--- src/rtl/cellpar_pkg.sv ---
package cellpar_pkg;

    typedef enum logic [1:0] {
        ADDR_STS  = 2'd0,
        ADDR_EN   = 2'd1,
        ADDR_CNT  = 2'd2,
        ADDR_NONE = 2'd3
    } reg_addr_e;

    localparam int NUM_EXT = 5;
    localparam int NUM_SRC = NUM_EXT + 1;
    localparam int REG_W   = 8;

endpackage

--- src/rtl/cellpar_chk.sv ---
module cellpar_chk #(
    parameter int DATA_W   = 16,
    parameter int NARROW_W = 8
) (
    input  logic [DATA_W-1:0] word,
    input  logic              par,
    input  logic              vld,
    input  logic              wide,
    input  logic              even,
    output logic              err
);
    localparam int UPPER_W = DATA_W - NARROW_W;

    logic [DATA_W-1:0] mask;
    logic              data_xor;

    always_comb begin
        mask     = wide ? {DATA_W{1'b1}} : {{UPPER_W{1'b0}}, {NARROW_W{1'b1}}};
        data_xor = ^(word & mask);
        // odd: good when data_xor ^ par == 1; even: good when it is 0
        err      = vld & (data_xor ^ par ^ ~even);
    end
endmodule

--- src/rtl/cellpar_cnt.sv ---
module cellpar_cnt #(
    parameter int W = 32
) (
    input  logic         clk,
    input  logic         rst_n,
    input  logic         inc,
    input  logic         clr,
    output logic [W-1:0] cnt
);
    logic         sat;
    logic [W-1:0] cnt_nx;

    always_comb begin
        sat = &cnt;
        if (clr)
            cnt_nx = {{(W-1){1'b0}}, inc};
        else if (inc && !sat)
            cnt_nx = cnt + 1'b1;
        else
            cnt_nx = cnt;
    end

    always_ff @(posedge clk or negedge rst_n) begin
        if (!rst_n)
            cnt <= '0;
        else
            cnt <= cnt_nx;
    end
endmodule

--- src/rtl/cellpar_irq.sv ---
module cellpar_irq #(
    parameter int N = 6
) (
    input  logic         clk,
    input  logic         rst_n,
    input  logic [N-1:0] evt,
    input  logic         sts_clr,
    input  logic         en_we,
    input  logic [N-1:0] en_wdata,
    output logic [N-1:0] sts,
    output logic [N-1:0] en,
    output logic         int_n
);
    for (genvar i = 0; i < N; i++) begin : g_src
        always_ff @(posedge clk or negedge rst_n) begin
            if (!rst_n)
                sts[i] <= 1'b0;
            else
                sts[i] <= (sts[i] & ~sts_clr) | evt[i];
        end
    end

    always_ff @(posedge clk or negedge rst_n) begin
        if (!rst_n)
            en <= '0;
        else if (en_we)
            en <= en_wdata;
    end

    assign int_n = ~|(sts & en);
endmodule

--- src/rtl/cellpar_mon.sv ---
module cellpar_mon
    import cellpar_pkg::*;
#(
    parameter int CNT_W = 32
) (
    input  logic             clk,
    input  logic             rst_n,
    input  logic [15:0]      in_word,
    input  logic             in_par,
    input  logic             in_vld,
    input  logic             wide_mode,
    input  logic             cfg_even,
    input  logic [4:0]       ext_evt,
    input  logic             reg_rd,
    input  logic             reg_wr,
    input  logic [1:0]       reg_addr,
    input  logic [7:0]       reg_wdata,
    output logic [CNT_W-1:0] reg_rdata,
    output logic             int_n
);
    localparam int PAD_W = REG_W - NUM_SRC;

    reg_addr_e          addr_e;
    logic               par_evt;
    logic               rd_sts, rd_cnt, wr_en;
    logic [NUM_SRC-1:0] sts, en, src;
    logic [CNT_W-1:0]   cnt;

    assign addr_e = reg_addr_e'(reg_addr);
    assign rd_sts = reg_rd && (addr_e == ADDR_STS);
    assign rd_cnt = reg_rd && (addr_e == ADDR_CNT);
    assign wr_en  = reg_wr && (addr_e == ADDR_EN);
    assign src    = {ext_evt, par_evt};

    cellpar_chk #(.DATA_W(16), .NARROW_W(8)) chk_i (
        .word (in_word),
        .par  (in_par),
        .vld  (in_vld),
        .wide (wide_mode),
        .even (cfg_even),
        .err  (par_evt)
    );

    cellpar_cnt #(.W(CNT_W)) cnt_i (
        .clk   (clk),
        .rst_n (rst_n),
        .inc   (par_evt),
        .clr   (rd_cnt),
        .cnt   (cnt)
    );

    cellpar_irq #(.N(NUM_SRC)) irq_i (
        .clk      (clk),
        .rst_n    (rst_n),
        .evt      (src),
        .sts_clr  (rd_sts),
        .en_we    (wr_en),
        .en_wdata (reg_wdata[NUM_SRC-1:0]),
        .sts      (sts),
        .en       (en),
        .int_n    (int_n)
    );

    always_comb begin
        reg_rdata = '0;
        case (addr_e)
            ADDR_STS: reg_rdata[REG_W-1:0] = {{PAD_W{1'b0}}, sts};
            ADDR_EN:  reg_rdata[REG_W-1:0] = {{PAD_W{1'b0}}, en};
            ADDR_CNT: reg_rdata            = cnt;
            default:  reg_rdata            = '0;
        endcase
    end
endmodule

--- config.mk ---
export PLATFORM = sky130hd
export DESIGN_NAME = cellpar_mon
export DESIGN_NICKNAME = d
export VERILOG_FILES = /design/src/rtl/cellpar_pkg.sv /design/src/rtl/cellpar_chk.sv /design/src/rtl/cellpar_cnt.sv /design/src/rtl/cellpar_irq.sv /design/src/rtl/cellpar_mon.sv
export SDC_FILE = /design/constraint.sdc
export NUM_CORES = 1
export LEC_CHECK = 0
export BUFFER_PORTS_ARGS = -buffer_cell sky130_fd_sc_hd__buf_4
export CORE_ASPECT_RATIO = 1.2
export CORE_MARGIN = 2
export CORE_UTILIZATION = 35
export DETAILED_ROUTE_END_ITERATION = 10
export SLEW_MARGIN = 20
export SYNTH_ARGS = -nofsm -noshare
export SYNTH_HDL_FRONTEND = slang
export SYNTH_SLANG_ARGS = --single-unit
--- constraint.sdc ---
create_clock -name clk -period 3.05 [get_ports clk]
set_input_delay 0.4575 -clock clk [delete_from_list [all_inputs] [get_ports clk]]
set_output_delay 0.4575 -clock clk [all_outputs]
set_load 0.1 [all_outputs]
==> impl_metrics.xml <==
<?xml version="1.0" encoding="UTF-8"?>
<metrics>
  <group name="cells_and_area">
    <metric name="share_of_final_layout_standard_cells_stronger_than_drive_strength_1" unit="">0.243</metric>
    <metric name="layout.core_utilization" unit="">0.454</metric>
    <metric name="syn_to_final_growth" unit="%">26.7</metric>
    <metric name="multiInputGateArea" unit="sq mm">0.00155</metric>
    <metric name="filler_cell_count" unit="">757</metric>
    <metric name="finish.cell_count_without_fillers" unit="">471</metric>
    <metric name="insertedDiodeCount" unit="">0</metric>
    <metric name="final_area" unit="sq mm">0.00348</metric>
    <metric name="regArea" unit="sq mm">0.00110</metric>
    <metric name="final_net_count" unit="">418</metric>
  </group>
  <group name="yosys">
    <metric name="yosys.area_share.simple" unit="">0.292</metric>
    <metric name="synth_top_family_by_area" unit="">simple AND/OR/NAND/NOR gates</metric>
    <metric name="synth.top_cell.area_share" unit="">0.401</metric>
    <metric name="share_of_flip_flops_with_an_asynchronous_set_or_reset" unit="">1.00</metric>
    <metric name="postSynthRegisterBits" unit="">44</metric>
    <metric name="most_used_flip_flop_cell_after_synthesis" unit="">dfrtp_1</metric>
    <metric name="synth_cell_types" unit="">38</metric>
    <metric name="synthXorXnorAreaFrac" unit="">0.0529</metric>
    <metric name="syn_avg_cell_area" unit="sq um">8.77</metric>
    <metric name="post_synthesis_adder_cell_area_fraction" unit="">0.00456</metric>
    <metric name="synth_area_in_compound_gates" unit="">0.157</metric>
    <metric name="synth_seq_area_share" unit="">0.401</metric>
    <metric name="synth_top_area_cell" unit="">dfrtp_1</metric>
    <metric name="synth_mux_area_frac" unit="">0.0538</metric>
    <metric name="synthTopCellsByCount" unit="">44 x dfrtp_1, 37 x nand2_1, 29 x and2_1, 26 x a21oi_1, 20 x o21ai_0</metric>
    <metric name="synthesized_instance_count" unit="">313</metric>
    <metric name="synth_enable_flop_cells" unit="">0</metric>
    <metric name="synthesis.nets" unit="">353</metric>
    <metric name="mapped_area" unit="sq mm">0.00274</metric>
    <metric name="synth.yosys.warnings" unit="">0</metric>
    <metric name="synthTopCellsByArea" unit="">dfrtp_1 40%, and2_1 6.6%, nand2_1 5.1%</metric>
    <metric name="post-synth-top-count-cell" unit="">dfrtp_1</metric>
  </group>
  <group name="detailed_routing">
    <metric name="routed-via-count" unit="">2502</metric>
    <metric name="drtPass1Iterations" unit="">5</metric>
    <metric name="drtAntennaViolNets" unit="">0</metric>
    <metric name="drt_iter0_markers" unit="">135</metric>
    <metric name="drt-vias-per-instance" unit="">5.31</metric>
    <metric name="wire_per_inst" unit="um">13.5</metric>
    <metric name="post_detailed_routing_wire_length" unit="um">6370</metric>
    <metric name="post-route-drc-count" unit="">0</metric>
  </group>
  <group name="power">
    <metric name="worst_ir_drop_vdd" unit="mV">0.288</metric>
    <metric name="internal-power" unit="mW">1.02</metric>
    <metric name="p_switching" unit="mW">0.565</metric>
    <metric name="cellLeakagePower" unit="nW">1.45</metric>
    <metric name="power.combinational.fraction" unit="">0.274</metric>
    <metric name="sequentialPowerShare" unit="">0.430</metric>
    <metric name="total_power" unit="mW">1.59</metric>
    <metric name="power.share.switching" unit="">0.356</metric>
    <metric name="power_density" unit="mW/mm^2">456</metric>
    <metric name="share_of_power_burned_in_the_clock_network" unit="">0.295</metric>
  </group>
  <group name="sta">
    <metric name="setup_total_negative_slack" unit="ns">0</metric>
    <metric name="max_freq" unit="MHz">391</metric>
    <metric name="slew_viol_final" unit="">0</metric>
    <metric name="layout_min_cycle_time" unit="ns">2.56</metric>
    <metric name="timing.final.setup_violations" unit="">0</metric>
    <metric name="rsz_0062_raised_after_global_routing" unit="">false</metric>
    <metric name="postLayoutSetupSlackWorst" unit="ns">0.495</metric>
    <metric name="worstMarginPinSlew" unit="ns">0.578</metric>
    <metric name="timing_hold_violations_final" unit="">0</metric>
    <metric name="slew-limit-headroom" unit="">0.615</metric>
    <metric name="finalHoldWorstSlack" unit="ns">0.141</metric>
    <metric name="clock-skew-final" unit="ns">0.00446</metric>
    <metric name="period_share" unit="">0.838</metric>
  </group>
  <group name="cts">
    <metric name="cts.root.buffer_cell" unit="">clkbuf_8</metric>
    <metric name="cts_buffer_depth" unit="">2</metric>
    <metric name="numClockSinks" unit="">44</metric>
    <metric name="cts_tree" unit="">built</metric>
    <metric name="clock_latency" unit="ns">0.30</metric>
    <metric name="cts-buffers-inserted" unit="">5</metric>
    <metric name="cts_post_setup_buffers_inserted" unit="">0</metric>
    <metric name="cts_h_tree_depth" unit="">2</metric>
    <metric name="postCtsHoldBufs" unit="">0</metric>
    <metric name="cts-resized-gates" unit="">0</metric>
    <metric name="clk_pin_slew_worst_paths" unit="ns">0.09</metric>
  </group>
  <group name="place">
    <metric name="dp.final_hpwl" unit="um">4530</metric>
    <metric name="placement.cell_area" unit="sq mm">0.00336</metric>
    <metric name="io_buffer_count" unit="">69</metric>
    <metric name="dpl_worst_slack" unit="ns">0.315</metric>
    <metric name="dp_cells" unit="">463</metric>
    <metric name="gpl.final_weighted_congestion" unit="">0.752</metric>
  </group>
  <group name="floorplanning">
    <metric name="fp.dieArea" unit="sq mm">0.00857</metric>
    <metric name="floorplan.die.height" unit="um">101</metric>
    <metric name="start_util" unit="">0.358</metric>
    <metric name="die_width" unit="um">84.8</metric>
    <metric name="top_level_ports" unit="">72</metric>
    <metric name="fp.coreArea" unit="sq mm">0.00766</metric>
    <metric name="rows" unit="">35</metric>
  </group>
  <group name="job">
    <metric name="max_cap_viol_count" unit="">0</metric>
  </group>
  <group name="worst_setup_path">
    <metric name="cp-start-kind" unit="">flop</metric>
    <metric name="critical_path_peak_fanout" unit="">6</metric>
    <metric name="arrival" unit="ns">2.79</metric>
    <metric name="required" unit="ns">3.28</metric>
    <metric name="worst_r2r_startpoint" unit="">cnt_i.cnt[5]</metric>
    <metric name="critPathLaunch" unit="">cnt_i.cnt[5]</metric>
    <metric name="worst_setup_path_end_kind" unit="">flop</metric>
    <metric name="crit_type" unit="">flop to flop</metric>
  </group>
  <group name="global_route">
    <metric name="grt_pass1_vias" unit="">2298</metric>
    <metric name="grt_first_pass_wirelength" unit="um">10600</metric>
    <metric name="track_usage" unit="">0.152</metric>
    <metric name="number_of_antenna_violations_at_the_first_check_in_global_routing" unit="">0</metric>
    <metric name="grt_max_degree" unit="">61</metric>
    <metric name="grt_util_met2" unit="">0.255</metric>
    <metric name="grt.met1_usage" unit="">0.195</metric>
    <metric name="grt-ovfl-total" unit="">0</metric>
    <metric name="grt_max_usage_layer" unit="">met2</metric>
    <metric name="met3_usage" unit="">0.0344</metric>
  </group>
  <group name="run_status">
    <metric name="outcome" unit="">complete, no violations</metric>
  </group>
  <group name="worst_hold_path">
    <metric name="class_of_the_most_critical_hold_timing_path" unit="">primary input to async pin</metric>
  </group>
</metrics>
==> routing by layer <==
metal  part of all wire  wire, um
met5                  0         0
met4             0.0088        56
met3              0.059       374
met2               0.48      3060
met1               0.45      2880
==> layout make-up <==
class,count,share of cell area
Clock inverter,3,0.0133
Timing Repair Buffer,75,0.166
Clock buffer,5,0.0198
Sequential cell,44,0.317
Multi-Input combinational cell,246,0.445
Tap cell,92,0.0331
Inverter,6,0.00648
==> worst max-delay path, cell delays in order (launching register included) <==
cell and delay (ns):
dfrtp_1 0.43, nand3_1 0.15, nor3_1 0.37, nand4_1 0.29, nor3_1 0.50, nand2_1 0.23, or3_1 0.37, a21oi_1 0.14
==> cells by family (layout without fill, tap and decap cells) <==
logic type,after synthesis,count (layout)
AOI/OAI and AO/OA,72,72
xor gates and xnor gates,15,15
adders and majority gates,1,1
buffers and inverters,23,89
DFF,44,44
muxes,14,14
and+or+nand+nor,144,144
==> state kept, by name (all words and copies together), names as in the netlist <==
name / flops
irq_i.sts: 6
cnt_i.cnt: 32
irq_i.en: 6
==> power by group through the flow <==
stage | clock network, mW | registers, mW | logic, mW
2_1_floorplan | 0 | 0.678 | 0.346
6_report | 0.468 | 0.682 | 0.435
5_1_grt | 0.500 | 0.692 | 0.477
3_3_place_gp | 0 | 0.693 | 0.433
3_5_place_dp | 0 | 0.695 | 0.438
4_1_cts | 0.479 | 0.682 | 0.439
==> cell usage in the layout, fill, tap and decap left out, drive strengths merged, types with 11 or more instances in the layout <==
cell type and instances:
a21oi 26, and2 30, buf 75, dfrtp 44, nand2 37, nand3 12, nand4 11, o21ai 20
or3 17, or4 14, xnor2 13
==> path summary, 6_finish.rpt <==
check	endpoint	slack (ns)	cells past startpoint
worst min-delay path	cnt_i.cnt[21]	0.14	1
max in group asynchronous	cnt_i.cnt[6]	2.51	1
worst max-delay path	cnt_i.cnt[19]	0.49	7
min in group clk	irq_i.sts[1]	0.33	2
worst max register to register	cnt_i.cnt[19]	0.49	7
worst min register to register	irq_i.sts[4]	0.51	1
No activity file was read; power rests on OpenSTA's default activity.
